## src/rtl/dimref_pkg.sv

```systemverilog
package dimref_pkg;

    localparam int CNT_W  = 20;
    localparam int FRAC_W = 8;
    localparam int NPT    = 8;

    typedef struct packed {
        logic [CNT_W-1:0] on_cnt;
        logic [CNT_W-1:0] span_cnt;
    } win_meas_t;

    typedef enum logic {DIV_IDLE, DIV_RUN} div_state_e;

    function automatic int pt_deg(input bit alt, input int i);
        int d;
        if (!alt) begin
            case (i)
                0: d = 18;  1: d = 54;  2: d = 72;  3: d = 90;
                4: d = 108; 5: d = 126; 6: d = 130; default: d = 170;
            endcase
        end else begin
            case (i)
                0: d = 18;  1: d = 72;  2: d = 90;  3: d = 108;
                4: d = 126; 5: d = 130; 6: d = 140; default: d = 144;
            endcase
        end
        return d;
    endfunction

    function automatic int pt_pm(input bit alt, input int i);
        int p;
        if (!alt) begin
            case (i)
                0: p = 0;   1: p = 150; 2: p = 350; 3: p = 550;
                4: p = 755; 5: p = 955; default: p = 1000;
            endcase
        end else begin
            case (i)
                0: p = 0;   1: p = 100; 2: p = 280; 3: p = 500;
                4: p = 750; 5: p = 800; 6: p = 950; default: p = 1000;
            endcase
        end
        return p;
    endfunction

    function automatic int deg_to_code(input int d);
        return (d * 256) / 180;
    endfunction

    function automatic int pm_to_level(input int p);
        return (p * 255 + 500) / 1000;
    endfunction

endpackage

```

## src/rtl/win_timer.sv

```systemverilog
module win_timer
    import dimref_pkg::*;
(
    input  logic      clk,
    input  logic      rst,
    input  logic      tick,
    input  logic      dim_hi,
    input  logic      half_mark,
    output logic      win_done,
    output win_meas_t win,
    output logic      mark_seen
);
    logic             synced;
    logic             second_half;
    logic [CNT_W-1:0] on_acc;
    logic [CNT_W-1:0] span_acc;
    logic             inc_on;
    logic             inc_span;

    assign inc_on   = tick & dim_hi;
    assign inc_span = tick;

    always_ff @(posedge clk) begin
        if (rst) begin
            synced      <= 1'b0;
            second_half <= 1'b0;
            on_acc      <= '0;
            span_acc    <= '0;
            win_done    <= 1'b0;
            win         <= '0;
            mark_seen   <= 1'b0;
        end else begin
            win_done  <= 1'b0;
            mark_seen <= half_mark;
            if (half_mark && (!synced || second_half)) begin
                if (synced) begin
                    win.on_cnt   <= on_acc;
                    win.span_cnt <= span_acc;
                    win_done     <= 1'b1;
                end
                synced      <= 1'b1;
                second_half <= 1'b0;
                on_acc      <= CNT_W'(inc_on);
                span_acc    <= CNT_W'(inc_span);
            end else if (synced) begin
                if (half_mark) second_half <= 1'b1;
                if (on_acc != '1)   on_acc   <= on_acc + CNT_W'(inc_on);
                if (span_acc != '1) span_acc <= span_acc + CNT_W'(inc_span);
            end
        end
    end

    a_r2_on_le_span: assert property (@(posedge clk) disable iff (rst)
        win_done |-> (win.on_cnt <= win.span_cnt));

    a_r2_idle_before_sync: assert property (@(posedge clk) disable iff (rst)
        !synced |-> (span_acc == '0 && !win_done));
endmodule

```

## src/rtl/ratio_div.sv

```systemverilog
module ratio_div
    import dimref_pkg::*;
(
    input  logic              clk,
    input  logic              rst,
    input  logic              start,
    input  win_meas_t         win,
    output logic              done,
    output logic [FRAC_W-1:0] quo
);
    localparam int SW = $clog2(FRAC_W + 1);

    div_state_e       state;
    logic [CNT_W-1:0] num;
    logic [CNT_W-1:0] den;
    logic [CNT_W-1:0] rem;
    logic             sat;
    logic [SW-1:0]    step;
    logic [CNT_W:0]   r2;
    logic             ge;

    assign r2 = {rem, 1'b0};
    assign ge = (r2 >= {1'b0, den});

    always_ff @(posedge clk) begin
        if (rst) begin
            state <= DIV_IDLE;
            num   <= '0;
            den   <= '0;
            rem   <= '0;
            sat   <= 1'b0;
            step  <= '0;
            quo   <= '0;
            done  <= 1'b0;
        end else begin
            done <= 1'b0;
            case (state)
                DIV_IDLE: if (start) begin
                    num   <= win.on_cnt;
                    den   <= win.span_cnt;
                    rem   <= win.on_cnt;
                    sat   <= (win.on_cnt >= win.span_cnt);
                    quo   <= '0;
                    step  <= '0;
                    state <= DIV_RUN;
                end
                default: begin
                    if (sat) begin
                        quo   <= '1;
                        done  <= 1'b1;
                        state <= DIV_IDLE;
                    end else begin
                        rem  <= ge ? CNT_W'(r2 - {1'b0, den}) : CNT_W'(r2);
                        quo  <= {quo[FRAC_W-2:0], ge};
                        step <= step + 1'b1;
                        if (step == SW'(FRAC_W - 1)) begin
                            done  <= 1'b1;
                            state <= DIV_IDLE;
                        end
                    end
                end
            endcase
        end
    end

    a_r3_quot_bound: assert property (@(posedge clk) disable iff (rst)
        done |-> (({{CNT_W{1'b0}}, quo} * {{FRAC_W{1'b0}}, den}) <= {num, {FRAC_W{1'b0}}}));
endmodule

```

## src/rtl/ang_filter.sv

```systemverilog
module ang_filter
    import dimref_pkg::*;
#(
    parameter int LOCK_HALVES = 32
) (
    input  logic              clk,
    input  logic              rst,
    input  logic              mark,
    input  logic              upd,
    input  logic [FRAC_W-1:0] x,
    output logic [FRAC_W-1:0] held,
    output logic              apply
);
    localparam int LW = $clog2(LOCK_HALVES + 1);

    logic        [FRAC_W-1:0] y;
    logic        [LW-1:0]     lock_cnt;
    logic signed [FRAC_W+1:0] diff;
    logic signed [FRAC_W+1:0] y_sum;
    logic        [FRAC_W-1:0] y_nx;
    logic                     lock_ok;

    assign diff    = $signed({2'b00, x}) - $signed({2'b00, y});
    assign y_sum   = $signed({2'b00, y}) + (diff >>> 2);
    assign y_nx    = FRAC_W'(y_sum);
    assign lock_ok = (lock_cnt >= LW'(LOCK_HALVES));

    always_ff @(posedge clk) begin
        if (rst) begin
            y        <= '1;
            held     <= '1;
            lock_cnt <= '0;
            apply    <= 1'b0;
        end else begin
            apply <= 1'b0;
            if (mark && !lock_ok) lock_cnt <= lock_cnt + 1'b1;
            if (upd) begin
                y <= y_nx;
                if (lock_ok) begin
                    held     <= y_nx;
                    apply    <= 1'b1;
                    lock_cnt <= '0;
                end
            end
        end
    end

    a_r4_step_toward: assert property (@(posedge clk) disable iff (rst)
        upd |=> ((y >= $past(y) && y <= $past(x)) || (y <= $past(y) && y >= $past(x))));

    a_r4_quiet_without_update: assert property (@(posedge clk) disable iff (rst)
        !upd |=> $stable(y));

    a_r5_held_only_on_apply: assert property (@(posedge clk) disable iff (rst)
        !$stable(held) |-> apply);
endmodule

```

## src/rtl/curve_map.sv

```systemverilog
module curve_map
    import dimref_pkg::*;
(
    input  logic [FRAC_W-1:0] angle,
    input  logic              alt,
    output logic [FRAC_W-1:0] level
);
    localparam int XLD = deg_to_code(pt_deg(1'b0, NPT-1));
    localparam int XLA = deg_to_code(pt_deg(1'b1, NPT-1));
    localparam int YLD = pm_to_level(pt_pm(1'b0, NPT-1));
    localparam int YLA = pm_to_level(pt_pm(1'b1, NPT-1));

    logic [NPT-2:0]        seg_on;
    logic [FRAC_W-1:0]     seg_val [NPT-1];
    logic [FRAC_W-1:0]     x_last;
    logic [FRAC_W-1:0]     y_last;

    generate
        for (genvar i = 0; i < NPT-1; i++) begin : g_seg
            localparam int X0D = deg_to_code(pt_deg(1'b0, i));
            localparam int X1D = deg_to_code(pt_deg(1'b0, i+1));
            localparam int Y0D = pm_to_level(pt_pm(1'b0, i));
            localparam int Y1D = pm_to_level(pt_pm(1'b0, i+1));
            localparam int X0A = deg_to_code(pt_deg(1'b1, i));
            localparam int X1A = deg_to_code(pt_deg(1'b1, i+1));
            localparam int Y0A = pm_to_level(pt_pm(1'b1, i));
            localparam int Y1A = pm_to_level(pt_pm(1'b1, i+1));
            localparam int SLD = ((Y1D - Y0D) * 256) / (X1D - X0D);
            localparam int SLA = ((Y1A - Y0A) * 256) / (X1A - X0A);

            logic [FRAC_W-1:0] x0;
            logic [FRAC_W-1:0] y0;
            logic [15:0]       slope;
            logic [23:0]       prod;
            logic [15:0]       frac_part;
            logic [15:0]       sum;

            assign x0        = alt ? FRAC_W'(X0A) : FRAC_W'(X0D);
            assign y0        = alt ? FRAC_W'(Y0A) : FRAC_W'(Y0D);
            assign slope     = alt ? 16'(SLA) : 16'(SLD);
            assign prod      = {16'b0, angle - x0} * {8'b0, slope};
            assign frac_part = 16'(prod >> 8);
            assign sum       = {8'b0, y0} + frac_part;
            assign seg_on[i]  = (angle >= x0);
            assign seg_val[i] = (sum > 16'd255) ? 8'hFF : sum[7:0];
        end
    endgenerate

    assign x_last = alt ? FRAC_W'(XLA) : FRAC_W'(XLD);
    assign y_last = alt ? FRAC_W'(YLA) : FRAC_W'(YLD);

    always_comb begin
        level = '0;
        for (int i = 0; i < NPT-1; i++) begin
            if (seg_on[i]) level = seg_val[i];
        end
        if (angle >= x_last) level = y_last;
    end
endmodule

```

## src/rtl/dim_angle_ref.sv

```systemverilog
module dim_angle_ref
    import dimref_pkg::*;
#(
    parameter int LOCK_HALVES = 32,
    parameter int FULL_CODE   = 248
) (
    input  logic              clk,
    input  logic              rst,
    input  logic              tick,
    input  logic              dim_hi,
    input  logic              half_mark,
    input  logic              curve_sel,
    output logic [FRAC_W-1:0] ref_code,
    output logic              dimmed
);
    win_meas_t         win;
    logic              win_done;
    logic              mark_seen;
    logic              div_done;
    logic [FRAC_W-1:0] angle_raw;
    logic [FRAC_W-1:0] angle_held;
    logic              apply;
    logic [FRAC_W-1:0] curve_level;
    logic              at_full;

    win_timer u_timer (
        .clk       (clk),
        .rst       (rst),
        .tick      (tick),
        .dim_hi    (dim_hi),
        .half_mark (half_mark),
        .win_done  (win_done),
        .win       (win),
        .mark_seen (mark_seen)
    );

    ratio_div u_div (
        .clk   (clk),
        .rst   (rst),
        .start (win_done),
        .win   (win),
        .done  (div_done),
        .quo   (angle_raw)
    );

    ang_filter #(.LOCK_HALVES(LOCK_HALVES)) u_filt (
        .clk   (clk),
        .rst   (rst),
        .mark  (mark_seen),
        .upd   (div_done),
        .x     (angle_raw),
        .held  (angle_held),
        .apply (apply)
    );

    curve_map u_curve (
        .angle (angle_held),
        .alt   (curve_sel),
        .level (curve_level)
    );

    assign at_full = (angle_held >= FRAC_W'(FULL_CODE));

    always_ff @(posedge clk) begin
        if (rst) begin
            ref_code <= '1;
            dimmed   <= 1'b0;
        end else if (apply) begin
            ref_code <= at_full ? '1 : curve_level;
            dimmed   <= !at_full;
        end
    end

    a_r5_ref_stable: assert property (@(posedge clk) disable iff (rst)
        !apply |=> ($stable(ref_code) && $stable(dimmed)));

    a_r6_full_scale: assert property (@(posedge clk) disable iff (rst)
        !dimmed |-> (ref_code == '1));
endmodule

```

## config.mk

```make
export PLATFORM = sky130hd
export DESIGN_NAME = dim_angle_ref
export DESIGN_NICKNAME = d
export VERILOG_FILES = /design/src/rtl/dimref_pkg.sv /design/src/rtl/win_timer.sv /design/src/rtl/ratio_div.sv /design/src/rtl/ang_filter.sv /design/src/rtl/curve_map.sv /design/src/rtl/dim_angle_ref.sv
export SDC_FILE = /design/constraint.sdc
export NUM_CORES = 1
export LEC_CHECK = 0
export BUFFER_PORTS_ARGS = -buffer_cell sky130_fd_sc_hd__clkbuf_2
export CAP_MARGIN = 0
export CORE_AREA = 3 3 309 341
export DETAILED_ROUTE_END_ITERATION = 12
export DIE_AREA = 0 0 312 344
export GPL_TIMING_DRIVEN = 0
export HOLD_SLACK_MARGIN = 0.1
export PLACE_DENSITY = 0.34
export SYNTH_ARGS = -nofsm -noshare
export SYNTH_HDL_FRONTEND = slang
export SYNTH_SLANG_ARGS = --single-unit
```

## constraint.sdc

```tcl
create_clock -name clk -period 24 [get_ports clk]
set_clock_uncertainty 0.15 [all_clocks]
set_input_delay 1.2 -clock clk [delete_from_list [all_inputs] [get_ports clk]]
set_output_delay 1.2 -clock clk [all_outputs]
set_load 0.05 [all_outputs]
```

# --- After elaboration in Yosys (flattened, before gate mapping) ---
# Index checks and enable logic that the tools add are counted.
totals:
  ff_bits: 171
  in_bits: 6
  output_inout_bits: 9
  wordCells: 163
classes:
  add_sub_neg: 20
  mul: 7
  order_cmp: 19
  n_eq_ne: 4
  muxes: 63
  bitwise: 4
  n_reduce_logical: 23
op_table:
  columns: ["cell", "n"]
  rows:
  - ["$mux W8", 22]
  - ["$mul A8 B16 Y24", 7]
  - ["$gt A16 B8 Y1 const B", 7]
  - ["$add A8 B16 Y16", 6]
  - ["$mux W20", 4]
  - ["$ge A8 B8 Y1", 7]
  - ["$mux W6", 8]
  - ["$sub A8 B8 Y8", 6]
  - ["$add A20 B1 Y20", 2]
  - ["$ne A20 B20 Y1 const B", 2]
  - ["$mux W10", 3]
  - ["$mux W7", 4]
  - ["$mux W4", 6]
  - ["$ge A21 B20 Y1", 1]
  - ["$ge A20 B20 Y1", 1]
  - ["$sub A20 B20 Y20", 1]
  - ["$reduce_and A2 Y1", 9]
  - ["$mux W1", 14]
  - ["$mux W5", 2]
  - ["$sub A8 B8 Y9", 1]
  - ["$add A8 B7 Y8", 1]
  - ["$ge A8 B5 Y1 const B", 1]
  - ["$ge A8 B8 Y1 const B", 1]
  - ["$reduce_bool A2 Y1", 4]
  - ["12 further kinds", 20]

# --- Depth between registers and ports, before layout ---
# Gate-level depths: netlist of the first run.
depth:
  depth_word: 14
  ltp_mapped: 41
  ltp_nobuf: 37

# --- Hierarchy ---
# A second synthesis of the first run with hierarchy kept.
hier_totals:
  hier_cells: 2968
  hier_area_um2: 24691.2
modules_own_cells:
  columns: ["module", "instances", "cells_per_inst", "area_each_um2", "seq_area_each_um2"]
  rows:
  - ["curve_map", 1, 1825, 15189.6, 0.0]
  - ["ratio_div", 1, 507, 4036.4, 1101.1]
  - ["win_timer", 1, 434, 3623.5, 1681.6]
  - ["ang_filter", 1, 162, 1428.9, 460.4]
  - ["dim_angle_ref", 1, 40, 412.9, 180.2]

# --- Worst setup path before layout of the first run ---
# OpenSTA, ideal clock, no wires.
synth_timing:
  kind: "input-to-reg"
  startpoint: "input curve_sel"
  endpoint: "register ref_code[5]"
  setup_time_ns: 0.120
  arrival_time_ns: 10.637
  t_required_ns: 23.730
  setup_slack_ns: 13.093
  cell_stages: 37
  cell_sequence: "buf_2 > clkinv_1 > clkbuf_1 > buf_1 > ha_1 > clkbuf_1 > clkbuf_1 > o21ai_0 > a21oi_1 > nor2b_1 > xnor2_1 > nand2_1 > fa_1 > fa_1 > inv_1 > fa_1 > inv_1 > fa_1 > inv_1 > ha_1 > o21ai_0 > a21oi_1 > and3_1 > nor2_1 > xnor2_1 > fa_1 > a21o_1 > a21oi_1 > nor2b_1 > nor2_1 > nand3_1 > mux2_2 > mux2_2 > a21oi_1 > and4_1 > a2111oi_0 > a211o_1"
synth_via:
  elab_chain_len: 14
synth_lines:
  columns: ["element", "line", "source"]
  rows:
  - ["start: declaration", "dim_angle_ref.sv:12", "input logic curve_sel,"]
  - ["$mux W6", "curve_map.sv:38", "assign x0 = alt ? FRAC_W'(X0A) : FRAC_W'(X0D);"]
  - ["$sub A8 B8 Y8", "curve_map.sv:41", "assign prod = {16'b0, angle - x0} * {8'b0, slope};"]
  - ["$mul A8 B16 Y24", "curve_map.sv:41", null]
  - ["$add A8 B16 Y16", "curve_map.sv:43", "assign sum = {8'b0, y0} + frac_part;"]
  - ["$gt A16 B8 Y1", "curve_map.sv:45", "assign seg_val[i] = (sum > 16'd255) ? 8'hFF : sum[7:0];"]
  - ["$mux W8", "curve_map.sv:45", null]
  - ["$mux W8 (6 in a row)", "curve_map.sv:55", "if (seg_on[i]) level = seg_val[i];"]
  - ["$mux W8 *", "curve_map.sv:57", "if (angle >= x_last) level = y_last;"]
  - ["$mux W8 *", "dim_angle_ref.sv:69", "ref_code <= at_full ? '1 : curve_level;"]
  - ["end signal: assignment", "dim_angle_ref.sv:69", null]
  - ["end: declaration", "dim_angle_ref.sv:13", "output logic [FRAC_W-1:0] ref_code,"]
# Every way passes the cells marked *; elsewhere a longest branch is shown, timed or not.
# A chain may end at the register's enable or synchronous reset.

# --- Final worst setup path of the first run ---
layout_timing:
  startpoint: "input curve_sel"
  endpoint: "register ref_code[0]"
# The elaborated chain is that of the path after synthesis.

==> results of run 1 <==
-- per-layer routing --
layer  wire (µm)  vias to the layer above  global-route usage
li1            -                     9510                   -
met1       33590                     9491              0.1752
met2       40400                      224              0.2793
met3        1413                       46             0.01166
met4        1477                        0             0.03061
met5           0                        -                   0
-- cell families after synthesis --
logic type,after synthesis,synth area share
compound gates,544,0.1500
xor+xnor,158,0.05904
fa+ha+maj,605,0.3909
buf+inv,529,0.08493
flops,171,0.1461
mux,30,0.01308
other cells,2,0.0003204
simple gates,781,0.1557
-- tightest hold or removal path: cells and delay by family (launching register included) --
| kind | cells | cell delay [ns] |
|---|---|---|
| AOI/OAI and AO/OA | 1 | 0.05 |
| DFF | 1 | 0.31 |
| and+or+nand+nor | 1 | 0.05 |
-- per-stage QoR --
step	cell area, µm²	worst slack [ns]	total power [µW]	instances
6_report	25890	10.41	2152	4252
5_1_grt	25890	9.683	2363	4251
4_1_cts	25890	10.26	2178	4251
3_5_place_dp	25280	9.808	1872	4219
3_3_place_gp	25260	8.040	1867	4218
2_1_floorplan	23470	13.09	1434	2829
-- where the power goes --
part / switching (µW) / internal [µW] / leakage (µW)
logic: 948 / 630 / 0.0101
registers: 1.76 / 285 / 0.00138
clock network: 139 / 149 / 0.000297
-- final timing paths --
path / from / slack [ns] / to
worst max-delay path: curve_sel / 10.41 / ref_code[0]$_SDFFE_PP1P_
worst min-delay path: u_div.den[2]$_SDFFE_PP0P_ / 0.31 / u_div.den[2]$_SDFFE_PP0P_
worst max register to register: u_filt.held[1]$_SDFFE_PP1P_ / 12.82 / ref_code[5]$_SDFFE_PP1P_
worst min register to register: u_div.den[2]$_SDFFE_PP0P_ / 0.31 / u_div.den[2]$_SDFFE_PP0P_
-- synth_stat cells, types with 35 or more instances --
cell type    n
inv_1      446
ha_1       393
nand2_1    286
fa_1       212
nor2_1     210
a21oi_1    176
dfxtp_1    171
o21ai_0    111
xnor2_1     97
clkbuf_1    66
xor2_1      61
a211oi_1    39
nand3_1     38
nor3_1      37
a21o_1      35
-- cells in the final DEF, fill, tap and decap left out, types with 18 or more instances in the layout --
cell type	synthesis	routed
a21o_1	35	35
dfxtp_1	171	171
mux2i_1	25	25
nor3_1	37	37
a21oi_1	176	176
a211oi_1	39	39
nand3_1	38	38
nand4_1	24	24
o211ai_1	21	21
nor2_1	210	210
fa_1	212	212
xor2_1	61	61
inv_1	446	446
or2_2	23	23
nor2b_1	34	34
and3_1	18	18
ha_1	393	393
xnor2_1	97	97
o21a_1	19	19
nand2b_1	31	31
clkbuf_1	66	66
o21ai_0	111	111
nand2_1	286	286
-- registers in the layout, summed over array words and instances (netlist names) --
name                 cells
u_filt.held              8
u_timer.second_half      1
u_timer.span_acc        20
u_timer.on_acc          20
u_div.step               4
u_div.sat                1
u_div.state              1
dimmed                   1
u_timer.win             40
ref_code                 8
u_div.den               20
u_div.done               1
u_timer.synced           1
u_div.rem               20
u_filt.apply             1
u_timer.win_done         1
u_timer.mark_seen        1
u_filt.lock_cnt          6
u_div.quo                8
u_filt.y                 8
-- area by class of cell --
class                           count  area, µm²  area share
Sequential cell                   171       3423      0.1322
Clock buffer                       17      425.4     0.01643
Antenna cell                        1      2.502  0.00009666
Buffer                             80      306.5     0.01184
Clock inverter                     15      176.4    0.006815
Inverter                          449       1685     0.06510
Tap cell                         1375       1720     0.06645
Timing Repair Buffer               15      90.09    0.003480
Multi-Input combinational cell   2129      18060      0.6976
==> impl_metrics.py, run 1 <==
metrics = {
    "yosys": {
        "synth_edf_count": 0,
        "seq_area_frac_synth": 0.1461,
        "synth_cell_types": 85,
        "syn_area_um2": 23440,
        "async_flop_share": 0,
        "synth.avg_cell_area_um2": 8.312,
        "ys.warnings.count": 0,
        "ys_top_cells_by_area": "ha_1 21%, fa_1 18%, dfxtp_1 15%, inv_1 7.1%, nand2_1 4.6%",
        "synthFlopType": "dfxtp_1",
        "synthCells": 2820,
        "ys_ff_latch": 171,
        "yosysTopAreaCellShare": 0.2098,
        "synth_top_cell_by_area": "ha_1",
    },
    "layout": {
        "nets": 3474,
        "fill_cells": 11263,
        "utilization": 0.2533,
        "drive_above_1_share": 0.03581,
        "areaGrowthSynthToFinish_pct": 10.45,
    },
    "placed_design": {
        "dpl.hpwl_um": 64790,
        "gp_congestion": 0.8915,
        "port_buffers": 14,
    },
    "clock_network": {
        "clock_latency_ns": 0.45,
        "clk_pin_slew_worst_paths_ns": 0.08,
        "ctsResizeCount": 0,
        "cts_made_buffers": 17,
        "clock_path_buffers": 2,
        "cts_hold_buf": 0,
        "root_buffer": "clkbuf_16",
        "cts_tree": "yes",
        "cts_setup_buffers": 0,
        "htreeDepth": 4,
        "cts_sinks": 171,
    },
    "outcome": {
        "status": "finished, final reports clean",
    },
    "grt": {
        "grt_pass1_vias": 20533,
        "grtUsageTotal": 0.1451,
        "gr-total-overflow": 0,
        "antenna_found_initial": 1,
        "grt_pass1_wl_um": 120500,
        "grt_max_degree": 28,
    },
    "floorplan": {
        "core.rowCount": 123,
        "die_x_um": 312,
        "die_h_um": 344,
        "ios": 15,
        "initial_core_util": 0.2294,
        "die-area_um2": 107300,
        "core_um2": 102200,
    },
    "hold_path": {
        "hold_class": "reg2reg",
        "whs_path_depth": 2,
    },
    "timing": {
        "whs_ns": 0.3073,
        "worst_slew_pin_slew_ns": 1.221,
        "period_needed_ns": 13.59,
        "grt_setup_unrepaired": "no",
        "setup_viol": 0,
        "period_share": 0.5664,
        "setup_tns_ns": 0,
        "maxSlewHeadroom": 0.1848,
        "fmaxAchievable_mhz": 73.56,
        "slew_viol_final": 0,
        "final-hold-violation-count": 0,
    },
    "setup_path": {
        "crit_slowest_cell": "clkbuf_2",
        "crit_arrival_ns": 13.78,
        "required_ns": 24.19,
        "reg2reg_depth": 34,
        "critical_path.top_delay_family": "buffers and inverters",
        "crit_type": "in2reg",
        "crit_cells": 39,
        "critPathMaxFanout": 27,
        "critPathLaunchType": "input pin",
        "cp_num_buf_inv": 11,
        "end_kind": "flop",
        "crit_top_cell": "fa_1",
        "slowest_delay_ns": 0.72,
    },
    "route": {
        "ant_nets": 0,
        "num_vias": 19271,
        "drt_iter0_markers": 801,
        "dr.pass1.iters": 5,
        "wl_per_cell_um": 18.08,
        "wl_um": 76880,
        "via_per_inst": 4.532,
        "drc": 0,
    },
    "power": {
        "p_leak_uw": 0.01180,
        "powerDensity_nw_per_um2": 83.12,
        "vdd_ir_drop_max_uv": 64.72,
    },
    "flow_run": {
        "drv_cap": 0,
    },
}
Note: power is estimated with default switching activity, not from simulation.
==> run 2, diff against run 1 <==
--- a/config.mk
+++ b/config.mk
@@ -12,7 +12,7 @@
 export DIE_AREA = 0 0 312 344
 export GPL_TIMING_DRIVEN = 0
 export HOLD_SLACK_MARGIN = 0.1
-export PLACE_DENSITY = 0.34
+export PLACE_DENSITY = 0.35
 export SYNTH_ARGS = -nofsm -noshare
 export SYNTH_HDL_FRONTEND = slang
 export SYNTH_SLANG_ARGS = --single-unit
==> constraint.sdc (replaced) <==
create_clock -name clk -period 12 [get_ports clk]
set_clock_uncertainty 0.15 [all_clocks]
set_input_delay 0.6 -clock clk [delete_from_list [all_inputs] [get_ports clk]]
set_output_delay 0.6 -clock clk [all_outputs]
set_load 0.05 [all_outputs]
==> run 2 against run 1 <==
  * Global-route usage down 0.10 points
  * Count of clock-buffer cells in the layout up 1
  * Flip-flop and latch count unchanged
  * Setup slack worse by 9.7 ns
  * Clock power up 97%
  * Register-to-register slack worse by 11 ns
  * Routed wire length down 0.91%
  * Largest power group unchanged
==> impl_metrics.py, run 2 (same netlist as run 1, synthesis figures left out) <==
metrics = {
    "setup_path": {
        "critical_path.top_delay_family": "adder cells",
        "slowest_delay_ns": 0.55,
        "crit_slowest_cell": "fa_1",
        "crit_type": "in2reg",
        "required_ns": 12.27,
        "crit_arrival_ns": 11.54,
        "crit_top_cell": "inv_1",
        "cp_num_buf_inv": 11,
        "critPathLaunchType": "input pin",
        "end_kind": "flop",
        "critPathMaxFanout": 25,
    },
    "clock_network": {
        "cts_tree": "yes",
        "cts_made_buffers": 17,
        "cts_hold_buf": 0,
        "cts_setup_buffers": 0,
        "clk_pin_slew_worst_paths_ns": 0.08,
        "cts_sinks": 171,
        "htreeDepth": 4,
        "clock_latency_ns": 0.48,
        "root_buffer": "clkbuf_16",
        "clock_path_buffers": 2,
    },
    "power": {
        "powerDensity_nw_per_um2": 168.0,
        "vdd_ir_drop_max_uv": 132.0,
        "p_leak_uw": 0.01182,
    },
    "outcome": {
        "status": "finished, final reports clean",
    },
    "timing": {
        "slew_viol_final": 0,
        "worst_slew_pin_slew_ns": 1.162,
        "period_share": 0.9392,
        "setup_viol": 0,
        "fmaxAchievable_mhz": 88.73,
        "setup_tns_ns": 0,
        "grt_setup_unrepaired": "no",
        "period_needed_ns": 11.27,
        "final-hold-violation-count": 0,
        "maxSlewHeadroom": 0.2156,
    },
    "grt": {
        "grt_pass1_wl_um": 119600,
        "antenna_found_initial": 0,
        "grt_pass1_vias": 20318,
        "gr-total-overflow": 0,
        "grt_max_degree": 26,
        "grtUsageTotal": 0.1441,
    },
    "flow_run": {
        "drv_cap": 0,
    },
    "layout": {
        "final_area_um2": 25930,
        "drive_above_1_share": 0.03930,
        "layout_common_cells": "446 x inv_1, 392 x ha_1, 286 x nand2_1",
        "areaGrowthSynthToFinish_pct": 10.63,
        "top_register": "u_timer.win",
        "nets": 3473,
        "final_common_cell": "inv_1",
        "largest_reg_flops": 40,
    },
    "floorplan": {
        "core_um2": 102200,
        "die_x_um": 312,
        "die-area_um2": 107300,
        "core.rowCount": 123,
        "ios": 15,
        "initial_core_util": 0.2294,
        "die_h_um": 344,
    },
    "route": {
        "num_vias": 19179,
        "wl_um": 76190,
        "drt_iter0_markers": 895,
        "ant_nets": 0,
        "wl_per_cell_um": 17.92,
        "drc": 0,
        "dr.pass1.iters": 5,
        "via_per_inst": 4.512,
    },
    "placed_design": {
        "dpl.hpwl_um": 64210,
        "port_buffers": 14,
        "gp_congestion": 0.8586,
        "place_area_um2": 25280,
    },
    "hold_path": {
        "hold_class": "in2reg",
    },
}
run 2: changes by cell type in the layout (fill, tap and decap cells not counted), moves of 2 or more:
cell,change
clkbuf_1,-3
clkbuf_4,+2
clkinv_2,+3
clkinv_4,-3
clkinv_8,-2
clkinvlp_4,+2
inv_6,+3
inv_8,-3
xnor2_1,-4
xnor2_2,+3
run 2: worst paths after layout:
kind / start / endpoint / slack [ns] / depth (start not counted)
hold reg to reg: u_div.den[3]$_SDFFE_PP0P_ / u_div.den[3]$_SDFFE_PP0P_ / 0.31 / 2
hold / removal: tick / u_timer.span_acc[0]$_SDFFE_PP0P_ / 0.27 / 3
setup reg to reg: u_filt.held[0]$_SDFFE_PP1P_ / ref_code[0]$_SDFFE_PP1P_ / 1.42 / 29
setup / recovery: curve_sel / ref_code[5]$_SDFFE_PP1P_ / 0.73 / 38
run 2: worst register-to-register path, delay by kind of cell (launching register included):
family | cells | cell delay [ns]
compound gates | 9 | 2.01
xor+xnor | 1 | 0.57
fa+ha+maj | 8 | 3.82
buf+inv | 4 | 1.52
flops | 1 | 0.63
simple gates | 7 | 1.79
run 2: area by class of cell:
cell class	instances	area, µm²
Inverter	449	1687
Tap cell	1375	1720
Clock buffer	18	439.2
Clock inverter	14	135.1
Multi-Input combinational cell	2129	18120
Sequential cell	171	3423
Fill cell	11265	76260
Timing Repair Buffer	15	92.59
Antenna cell	1	2.502
Buffer	79	307.8
run 2: timing repair:
item / in CTS / in global routing
setup endpoints to repair: 8 / 8
resized for setup: 8 / 6
cloned: 0 / 0
run 2: per-stage QoR:
stage	setup slack [ns]	utilization	total power, µW	cells	hold WS, ns
floorplan	1.693	-	2868	2829	0.2863
global placement	-3.513	0.2472	3790	4218	0.3021
detailed placement	-2.029	0.2474	3805	4219	0.3005
CTS	0.007444	0.2534	4409	4251	0.2314
global route	0.04213	0.2537	4785	4250	0.2996
finish	0.7301	0.2537	4355	4251	0.2739
run 2: metal layers:
layer / vias up / part of all wire / global-route usage
met1: 9406 / 0.44 / 0.1756
met3: 60 / 0.019 / 0.01256
met2: 205 / 0.52 / 0.2728
met4: 0 / 0.021 / 0.03384
met5: - / 0 / 0
li1: 9508 / - / -
run 2: where the power goes:
group | switching [µW] | internal [µW]
logic | 1950 | 1260
clock network | 270 | 296
registers | 3.54 | 570
total | 2230 | 2130
